**config.mk**
```make
export PLATFORM = sky130hd
export DESIGN_NAME = irq_prio_ctrl
export DESIGN_NICKNAME = d
export VERILOG_FILES = /design/src/rtl/irq_pkg.sv /design/src/rtl/irq_sampler.sv /design/src/rtl/irq_top_detect.sv /design/src/rtl/irq_prio_enc.sv /design/src/rtl/irq_prio_ctrl.sv
export SDC_FILE = /design/constraint.sdc
export NUM_CORES = 1
export LEC_CHECK = 0
export CAP_MARGIN = 20
export CORE_UTILIZATION = 42
export DETAILED_ROUTE_END_ITERATION = 10
export PLACE_DENSITY = 0.9
export SLEW_MARGIN = 20
export SYNTH_ARGS = -nofsm -noshare
export SYNTH_HDL_FRONTEND = slang
export SYNTH_HIERARCHICAL = 1
export SYNTH_SLANG_ARGS = --single-unit
```
**constraint.sdc**
```tcl
create_clock -name clk -period 1.7 [get_ports clk]
set_input_delay 0.34 -clock clk [delete_from_list [all_inputs] [get_ports clk]]
set_output_delay 0.34 -clock clk [all_outputs]
set_load 0.01 [all_outputs]
```
**src/rtl/irq_pkg.sv**
```systemverilog
package irq_pkg;
    typedef enum logic {
        ACK_IDLE = 1'b0,
        ACK_BUSY = 1'b1
    } ack_state_e;
endpackage

```
**src/rtl/irq_sampler.sv**
```systemverilog
// Two-sample qualifier: a line counts as asserted only when two
// consecutive falling-edge samples both see it low.
module irq_sampler #(
    parameter int N = 7
) (
    input  logic         clk,
    input  logic         rst_n,
    input  logic [N-1:0] req_n,
    output logic [N-1:0] qual
);
    typedef struct packed {
        logic [N-1:0] s1;
        logic [N-1:0] s2;
    } smp_t;

    smp_t smp_d, smp_q;

    always_comb begin
        smp_d    = smp_q;
        smp_d.s1 = ~req_n;
        smp_d.s2 = smp_q.s1;
    end

    always_ff @(negedge clk or negedge rst_n) begin
        if (!rst_n) smp_q <= '0;
        else        smp_q <= smp_d;
    end

    assign qual = smp_q.s1 & smp_q.s2;
endmodule

```
**src/rtl/irq_top_detect.sv**
```systemverilog
// Event detector for the non-maskable top level: a rising qualified
// line, or a mask leaving its all-ones value while the line is held.
module irq_top_detect #(
    parameter int LVL_W = 3
) (
    input  logic             clk,
    input  logic             rst_n,
    input  logic             qual_top,
    input  logic [LVL_W-1:0] mask,
    input  logic             clr,
    output logic             pend
);
    typedef struct packed {
        logic armed;
        logic was_max;
        logic pend;
    } det_t;

    det_t det_d, det_q;
    logic new_edge;
    logic mask_drop;

    always_comb begin
        new_edge      = qual_top & det_q.armed;
        mask_drop     = qual_top & det_q.was_max & (mask != '1);
        det_d         = det_q;
        det_d.armed   = ~qual_top;
        det_d.was_max = (mask == '1);
        det_d.pend    = (det_q.pend & ~clr) | new_edge | mask_drop;
    end

    always_ff @(posedge clk or negedge rst_n) begin
        if (!rst_n) det_q <= '{armed: 1'b1, was_max: 1'b1, pend: 1'b0};
        else        det_q <= det_d;
    end

    assign pend = det_q.pend;
endmodule

```
**src/rtl/irq_prio_enc.sv**
```systemverilog
// Picks the highest eligible level; the top level overrides the mask.
module irq_prio_enc #(
    parameter int N_LVL = 7,
    parameter int LVL_W = 3
) (
    input  logic [N_LVL-2:0] qual_low,
    input  logic             top_pend,
    input  logic [LVL_W-1:0] mask,
    output logic             any,
    output logic [LVL_W-1:0] level
);
    always_comb begin
        level = '0;
        for (int l = 1; l < N_LVL; l++) begin
            if (qual_low[l-1] && (LVL_W'(l) > mask)) level = LVL_W'(l);
        end
        if (top_pend) level = LVL_W'(N_LVL);
        any = (level != '0);
    end
endmodule

```
**src/rtl/irq_prio_ctrl.sv**
```systemverilog
module irq_prio_ctrl #(
    parameter int N_LVL  = 7,
    parameter int ADDR_W = 24,
    parameter int VEC_W  = 8,
    localparam int LVL_W = $clog2(N_LVL + 1)
) (
    input  logic              clk,
    input  logic              rst_n,
    input  logic [N_LVL-1:0]  irq_n,
    input  logic              boundary,
    input  logic              ack_done,
    input  logic [VEC_W-1:0]  ack_vector,
    input  logic              mask_we,
    input  logic [LVL_W-1:0]  mask_wdata,
    output logic [LVL_W-1:0]  mask,
    output logic              pending,
    output logic [LVL_W-1:0]  pend_level,
    output logic              ack_req,
    output logic [ADDR_W-1:0] ack_addr,
    output logic              irq_taken,
    output logic [LVL_W-1:0]  taken_level,
    output logic [VEC_W-1:0]  taken_vector
);
    import irq_pkg::*;

    localparam int PAD_W = ADDR_W - LVL_W - 1;
    localparam logic [LVL_W-1:0] TOP_LVL = LVL_W'(N_LVL);

    typedef struct packed {
        ack_state_e       st;
        logic [LVL_W-1:0] grant;
        logic [LVL_W-1:0] mask;
        logic             taken;
        logic [LVL_W-1:0] tlvl;
        logic [VEC_W-1:0] tvec;
    } ctl_t;

    ctl_t ctl_d, ctl_q;

    logic [N_LVL-1:0] qual;
    logic             top_pend;
    logic             top_clr;
    logic             done_now;
    logic             any;
    logic [LVL_W-1:0] best;

    irq_sampler #(.N(N_LVL)) u_smp (
        .clk   (clk),
        .rst_n (rst_n),
        .req_n (irq_n),
        .qual  (qual)
    );

    irq_top_detect #(.LVL_W(LVL_W)) u_top (
        .clk      (clk),
        .rst_n    (rst_n),
        .qual_top (qual[N_LVL-1]),
        .mask     (ctl_q.mask),
        .clr      (top_clr),
        .pend     (top_pend)
    );

    irq_prio_enc #(.N_LVL(N_LVL), .LVL_W(LVL_W)) u_enc (
        .qual_low (qual[N_LVL-2:0]),
        .top_pend (top_pend),
        .mask     (ctl_q.mask),
        .any      (any),
        .level    (best)
    );

    assign done_now = (ctl_q.st == ACK_BUSY) && ack_done;
    assign top_clr  = done_now && (ctl_q.grant == TOP_LVL);

    always_comb begin
        ctl_d       = ctl_q;
        ctl_d.taken = 1'b0;
        if (mask_we) ctl_d.mask = mask_wdata;
        unique case (ctl_q.st)
            ACK_IDLE: begin
                if (boundary && any) begin
                    ctl_d.st    = ACK_BUSY;
                    ctl_d.grant = best;
                end
            end
            ACK_BUSY: begin
                if (ack_done) begin
                    ctl_d.st    = ACK_IDLE;
                    ctl_d.taken = 1'b1;
                    ctl_d.tlvl  = ctl_q.grant;
                    ctl_d.tvec  = ack_vector;
                    ctl_d.mask  = ctl_q.grant;
                end
            end
            default: ctl_d.st = ACK_IDLE;
        endcase
    end

    always_ff @(posedge clk or negedge rst_n) begin
        if (!rst_n) begin
            ctl_q <= '{st: ACK_IDLE, grant: '0, mask: '1, taken: 1'b0,
                       tlvl: '0, tvec: '0};
        end else begin
            ctl_q <= ctl_d;
        end
    end

    assign mask         = ctl_q.mask;
    assign pending      = any;
    assign pend_level   = best;
    assign ack_req      = (ctl_q.st == ACK_BUSY);
    assign ack_addr     = {{PAD_W{1'b1}}, ctl_q.grant, 1'b1};
    assign irq_taken    = ctl_q.taken;
    assign taken_level  = ctl_q.tlvl;
    assign taken_vector = ctl_q.tvec;
endmodule

```
==> reports/qor_table.md, run 1 <==
| Stage | Quantity | This run |
|:---|:---|:---|
| global route | Total global-route track usage | 15.7% |
| logic synthesis | Sequential area share after synthesis | 57.0% |
| route | First-pass iteration count of the detailed router | 4 |
| logic synthesis | Post-synthesis instance area | 1590 µm² |
| cells and area | Most common cell after layout, fill and taps aside | clkdlybuf4s50_1 |
| global route | Residual overflow from global routing | 0 |
| clocking | CTS Buf Count | 5 |
| logic synthesis | Warnings from Yosys | 6 |
| placement | Number of cells in the design after placement | 234 |
| timing | Final count of negative-setup-slack endpoints | 8 |
| worst setup path | Required time at the endpoint of the critical path | 1.36 ns |
| logic synthesis | Post-synth EDFFs | 0 |
| logic synthesis | Main area contributors after synthesis | dfrtp_1, dfrtn_1, buf_4 |
| global route | Largest net degree at the start of global routing | 23 |
| logic synthesis | Asr flop ratio synth | 100% |
| logic synthesis | Number of distinct library cell variants in the gate-level netlist after synthesis | 32 |
| placement | Buffers on Ports | 45 |
| logic synthesis | Share of synthesized cell area in full adder, half adder and majority cells | 0% |
| worst setup path | Logic depth of the worst register-to-register path | 7 |
| logic synthesis | Mean cell area of the mapped netlist | 12.2 µm² |
| timing | Max-slew violations | 0 |
| power and ir drop | Total Power Consumption | 0.00335 W |
| worst setup path | Reg2reg end | ack_addr[1] |
| clocking | Clock insertion delay at the later pin of the skew report | 0.29 ns |
| global route | Wire length of the first global-routing pass | 4700 µm |
| cells and area | Final-stage net count | 223 |
| clocking | Worst-case clock buffer depth | 2 |
| logic synthesis | Area share of the largest cell type after synthesis | 26.7% |
| cells and area | Top library cells by usage in the layout, fill and taps aside | clkdlybuf4s50_1, conb_1, buf_4 |
| min path | Worst min-delay path class | flip-flop to flip-flop |
| global route | Via count of the first global-routing pass | 1029 |
| logic synthesis | Top flip-flop cell by instance count after synthesis | dfrtp_1 |
| run | Number of maximum-capacitance constraint violations | 0 |
| logic synthesis | Multiplexer share of the synthesized area | 10.1% |
| clocking | H-tree lvl count | 2 |
| logic synthesis | Share of the synthesized area in compound gates (AO/OA/AOI/OAI) | 7.93% |
| global route | Antenna violations before repair | 0 |
| route | Total length of routed wires | 2910 µm |
| route | DRC marker count from the first detailed-route iteration | 62 |
| timing | Final hold slack | 0.315 ns |
| worst setup path | Start-to-end type of the worst setup path | flip-flop to output port |
| route | Number of vias per cell after detailed routing | 4.47 |
| die | Row count | 22 |
| cells and area | Layout cells sized above 1 | 32.8% |
| die | Initial core utilization | 43.5% |
| logic synthesis | Simple logic cell fraction of the synthesized area | 9.90% |
| logic synthesis | Flip-flop and latch count after synthesis | 36 |
| run status | Failing checks | setup timing |
| logic synthesis | Combinational family with the most area after synthesis | buffers and inverters |
| cells and area | Core utilization of the finished layout | 62.7% |
| min path | Hold Startpoint | u_smp/smp_d[5] |
| power and ir drop | Max VDD drop | 0.475 mV |
| run status | Outcome | complete, but fails checks |
| die | Top-Level Pins | 67 |
| route | Number of nets with antenna violations after detailed routing | 0 |
| placement | Post-detail-place hpwl | 2070 µm |
| cells and area | Syn-to-layout area delta | 44.1% |
| worst setup path | Worst reg-to-reg setup slack | -0.94 ns |
| power and ir drop | LEAKAGE | 1.07 nW |
| die | Die area | 4040 µm² |
| timing | Total count of hold-check failures in the final report | 0 |
| logic synthesis | Library cell with the largest summed area after synthesis | dfrtp_1 |
| clocking | CTS tree | done |
| die | Chip Width | 63.6 µm |
| clocking | CTS hold repair buffers | 0 |
| min path | Worst hold path depth | 0 |
| clocking | Root Buffer | clkbuf_8 |
| worst setup path | Kind of end point of the critical path | output port |
| timing | Post-route setup slack | -1.06 ns |
| worst setup path | Critical path data arrival time | 2.42 ns |
| worst setup path | Category of the worst setup path launch point | flip-flop |
| route | Routed length per placed instance | 11.7 µm |
| placement | Weighted congestion at the end of routability-driven global placement | 0.785 |
| cells and area | Final std cells w/o fill | 249 |
| die | Die extent in y | 63.6 µm |
| logic synthesis | Gate Count Post-Synth | 131 |
| timing | Total Neg Setup Slack | -7.43 ns |
| cells and area | Diodes inserted | 0 |
| route | Via Count | 1113 |
| power and ir drop | Pwr/cell area | 1460 nW/µm² |
| worst setup path | Worst flop-to-flop path startpoint | u_smp/smp_d[2] |
| clocking | Clock-pin slew on the worst setup and hold paths | 0.04 ns |
| worst setup path | Highest fanout seen on the critical path | 3 |
| timing | RSZ-0062 raised after global routing | yes |
| die | Area of the core | 3660 µm² |
| clocking | Total clock sinks | 36 |
| min path | Capture endpoint of the worst hold path | u_smp/smp_q[5] |
| timing | Final clock skew | 0.00706 ns |
| logic synthesis | Synthesized-area fraction occupied by xor and xnor cells | 0% |
| route | Total DRC errors in the routed layout | 0 |
synth_stat cells (2+ instances only):
cell type	n
mux2_4	2
buf_4	21
inv_1	14
a21oi_1	2
o21ai_0	8
mux2i_1	3
dfrtp_1	17
nand3_1	3
and2_1	7
nand2_1	4
dfstp_2	5
nor2_1	4
mux2_2	9
dfrtn_1	14
metal layers:
layer / vias to the layer above / track usage (%) / routed length [µm]
li1: 526 / - / -
met1: 536 / 19.2 / 1210
met2: 45 / 24.2 / 1470
met3: 6 / 6.34 / 177
met4: 0 / 6.82 / 53
met5: - / 0 / 0
report_power, final:
| group | leakage (nW) | internal [W] | switching [W] |
|---|---|---|---|
| Clock | 0.0422 | 0.000287 | 0.000279 |
| Sequential | 0.409 | 0.00114 | 0.000191 |
| Combinational | 0.615 | 0.000879 | 0.000572 |
cell type report:
type	count	area (µm²)
inverters	14	52.6
flip-flops and latches	36	908
multi-input cells	78	597
repair buffers	65	596
clock buffers	7	76.3
well taps	48	60.1
fillers	310	1370
clock inverters	1	5.00
worst max path at each step:
stage                              start            end  depth (start not counted)
final                     u_smp/smp_d[2]  pend_level[1]                          5
after global routing      u_smp/smp_d[2]  pend_level[1]                          5
after CTS                 u_smp/smp_d[2]        pending                          6
after detailed placement  u_smp/smp_d[2]  pend_level[1]                          5
after global placement    u_smp/smp_d[2]  pend_level[1]                          5
after floorplan           u_smp/smp_d[2]    ack_addr[1]                          6
through the flow:
step | setup WS, ns | area, µm²
floorplan | -0.779 | 1710
global placement | -1.14 | 2150
detailed placement | -1.20 | 2150
CTS | -1.04 | 2270
global route | -1.15 | 2290
finish | -1.06 | 2290
cell families after synthesis:
group                  Yosys count
and+or+nand+nor                 26
buffers and inverters           37
DFF                             36
muxes                           14
AOI/OAI and AO/OA               17
other                            1
worst max-delay path, cell delays in order, from the launching register on:
cell,delay [ns]
dfrtn_1,0.40
and2_4,0.15
nor2b_4,0.16
nor2_1,0.08
o41ai_2,0.30
buf_2,0.20
registers in the layout (all words and copies together) (netlist names), 2 cells and up:
signal        cells
taken_vector      8
u_smp/smp_q       7
mask              3
taken_level       3
ack_addr          3
u_smp/smp_d       7
u_top/det_q       2
timing repair:
action                                 in CTS  in global routing
endpoints found under the hold margin       0                  0
pin swaps                                   8                  3
buffers inserted                            6                  1
resized for setup                          25                  5
setup endpoints to repair                  11                 10
Note: power is estimated with default switching activity, not from simulation.
==> run 2: changes to the inputs <==
Settings changed: CORE_ASPECT_RATIO set to 1.5, PLACE_DENSITY 0.9 to 0.78.
==> run 2 against run 1 <==
The flow still finishes with violations (setup timing). Global-route usage increased by 3.6 points. Combinational power increased by 7%. Clock skew increased by 0.0053 ns. Via count increased by 6.0%. Cell count decreased by 2.0%. Cell area increased by 0.11%. Power increased by 3.1%. Setup slack got worse by 0.034 ns. Sequential cell count unchanged. Hold slack got worse by 0.0011 ns. Register-to-register slack got worse by 0.16 ns. Sequential share of layout area decreased by 0.098 points. Largest cell class unchanged.
==> reports/qor_table.md, run 2 (synthesis results as in run 1) <==
| Stage | Quantity | This run | Change |
|:---|:---|:---|:---|
| timing | Total count of hold-check failures in the final report | 0 | unchanged |
| power and ir drop | Pwr/cell area | 1500 nW/µm² | +3.0% |
| power and ir drop | LEAKAGE | 1.07 nW | +0.48% |
| timing | Final count of negative-setup-slack endpoints | 9 | +1 |
| clocking | Clock-pin slew on the worst setup and hold paths | 0.06 ns | +0.02 ns |
| worst setup path | Critical path data arrival time | 2.96 ns | +0.54 ns |
| power and ir drop | Switching share of total power | 32.5% | +1.4 points |
| cells and area | Max FFs per register | 8 | unchanged |
| worst setup path | Category of the worst setup path launch point | flip-flop |  |
| power and ir drop | Switching component of the power | 0.00112 W | +7.6% |
| route | Number of vias per cell after detailed routing | 4.84 | +8.2% |
| clocking | Clock insertion delay at the later pin of the skew report | 0.29 ns | about the same |
| timing | Final hold slack | 0.314 ns | -0.00106 ns |
| timing | Max-slew violations | 0 | unchanged |
| power and ir drop | Internal portion of total power | 0.00233 W | +1.1% |
| worst setup path | Highest fanout seen on the critical path | 4 | +1 |
| cells and area | Fill cell instance count of the final layout | 303 | -2.3% |
| die | Chip Width | 52.3 µm | -18% |
| die | Area of the core | 3650 µm² | -0.34% |
| clocking | Root Buffer | clkbuf_8 |  |
| power and ir drop | Share of total power in sequential cells | 38.9% | -0.9 points |
| run status | Failing checks | setup timing |  |
| placement | Placement Setup Slack | -1.19 ns | +0.0148 ns |
| route | Number of nets with antenna violations after detailed routing | 0 | unchanged |
| global route | Via count of the first global-routing pass | 1142 | +11% |
| global route | Antenna violations before repair | 0 | unchanged |
| power and ir drop | Clock network fraction of total power | 16.3% | -0.6 points |
| placement | Number of cells in the design after placement | 230 | -1.7% |
| cells and area | Final std cells w/o fill | 244 | -2.0% |
| cells and area | Top library cells by usage in the layout, fill and taps aside | clkdlybuf4s50_1, conb_1, buf_4 |  |
| worst setup path | Required time at the endpoint of the critical path | 1.86 ns | +0.50 ns |
| global route | Residual overflow from global routing | 0 | unchanged |
| die | Die area | 4050 µm² | +0.13% |
| die | Row count | 27 | +23% |
| placement | Weighted congestion at the end of routability-driven global placement | 0.797 | +1.5% |
| global route | Total global-route track usage | 19.3% | +3.6 points |
| route | Routed length per placed instance | 14.7 µm | +26% |
| cells and area | Final-stage net count | 223 | unchanged |
| run status | Outcome | complete, but fails checks |  |
| power and ir drop | Total Power Consumption | 0.00345 W | +3.1% |
| placement | Post-detail-place hpwl | 2590 µm | +26% |
| global route | Largest net degree at the start of global routing | 23 | unchanged |
| cells and area | Syn-to-layout area delta | 44.2% |  |
| clocking | CTS tree | done |  |
| cells and area | Most common cell after layout, fill and taps aside | clkdlybuf4s50_1 |  |
| cells and area | Diodes inserted | 0 | unchanged |
| cells and area | Layout cells sized above 1 | 32.3% | -0.50 points |
| die | Top-Level Pins | 67 | unchanged |
| worst setup path | Start-to-end type of the worst setup path | flip-flop to flip-flop |  |
| die | Die extent in y | 77.4 µm | +22% |
| timing | RSZ-0062 raised after global routing | yes |  |
| route | Via Count | 1180 | +6.0% |
| die | Initial core utilization | 43.7% | +0.15 points |
| clocking | Worst-case clock buffer depth | 2 | unchanged |
| clocking | H-tree lvl count | 2 | unchanged |
| timing | Post-route setup slack | -1.10 ns | -0.0338 ns |
| route | Total DRC errors in the routed layout | 0 | unchanged |
| power and ir drop | Max VDD drop | 1.09 mV | +130% |
| route | First-pass iteration count of the detailed router | 4 | unchanged |
| route | Total length of routed wires | 3580 µm | +23% |
| worst setup path | Kind of end point of the critical path | flip-flop |  |
| route | DRC marker count from the first detailed-route iteration | 20 | -68% |
| global route | Wire length of the first global-routing pass | 5550 µm | +18% |
| clocking | CTS Buf Count | 5 | unchanged |
| placement | Buffers on Ports | 45 | unchanged |
| clocking | Total clock sinks | 36 | unchanged |
| min path | Worst min-delay path class | flip-flop to flip-flop |  |
| timing | Final clock skew | 0.0124 ns | +0.00533 ns |
| power and ir drop | Relative contribution of combinational cells to total power | 44.9% | +1.6 points |
| run | Number of maximum-capacitance constraint violations | 0 | unchanged |
run 2: cell counts in the layout (fill, tap and decap cells not counted):
Identical to the previous run, type by type.
run 2: worst max-delay path: stages, from the launching register on:
cell	delay [ns]
dfrtn_1	0.35
and2_4	0.17
o21ba_1	0.18
buf_4	0.14
nor3_4	0.12
o2111ai_2	0.16
buf_4	0.18
nand3b_1	0.21
mux2_4	0.33
run 2: what timing repair did:
item / CTS / global route
setup buffers: 2 / 4
pin swaps: 4 / 7
gates resized for setup: 27 / 5
setup endpoints to repair: 12 / 11
hold buffers: 0 / 0
run 2: final cells by class:
| cell class | count | area, µm² | share of cell area (%) |
|---|---|---|---|
| sequential | 36 | 907 | 39.5 |
| multi-input combinational | 78 | 604 | 26.3 |
| timing repair buffer | 65 | 599 | 26.1 |
| clock buffer | 7 | 76.3 | 3.32 |
| tap | 43 | 53.8 | 2.34 |
| inverter | 14 | 52.6 | 2.29 |
| clock inverter | 1 | 3.75 | 0.163 |
run 2: final timing paths:
check,endpoint,slack [ns],start,cells after the start
worst max-delay path,ack_addr[2],-1.10,u_smp/smp_d[1],8
worst min-delay path,u_smp/smp_q[0],0.31,u_smp/smp_d[0],0
worst max register to register,ack_addr[2],-1.10,u_smp/smp_d[1],8
worst min register to register,u_smp/smp_q[0],0.31,u_smp/smp_d[0],0
max in group asynchronous,u_smp/smp_q[4],0.38,rst_n,2
min in group asynchronous,ack_addr[1],0.42,rst_n,2
run 2: metal layers:
| layer | vias up | global-route usage, % | wire length [µm] |
|---|---|---|---|
| met2 | 52 | 32.9 | 1990 |
| li1 | 524 | - | - |
| met4 | 0 | 10.3 | 102 |
| met1 | 593 | 21.1 | 1300 |
| met3 | 11 | 4.51 | 187 |
| met5 | - | 0 | 0 |
run 2: power groups by stage:
stage          Combinational, W  Sequential, W  Clock, W
4_1_cts                 0.00146        0.00135  0.000576
5_1_grt                 0.00164        0.00137  0.000609
2_1_floorplan          0.000561        0.00143         0
3_3_place_gp            0.00140        0.00133         0
6_report                0.00155        0.00134  0.000562
3_5_place_dp            0.00144        0.00136         0
run 2: through the flow:
step	instance area (µm²)	setup TNS (ns)	utilization (%)
after floorplan	1710	-4.87	-
after global placement	2150	-8.97	58.8
after detailed placement	2150	-9.40	58.8
after CTS	2250	-8.09	61.6
after global routing	2300	-8.91	63.0
final	2300	-8.27	63.0
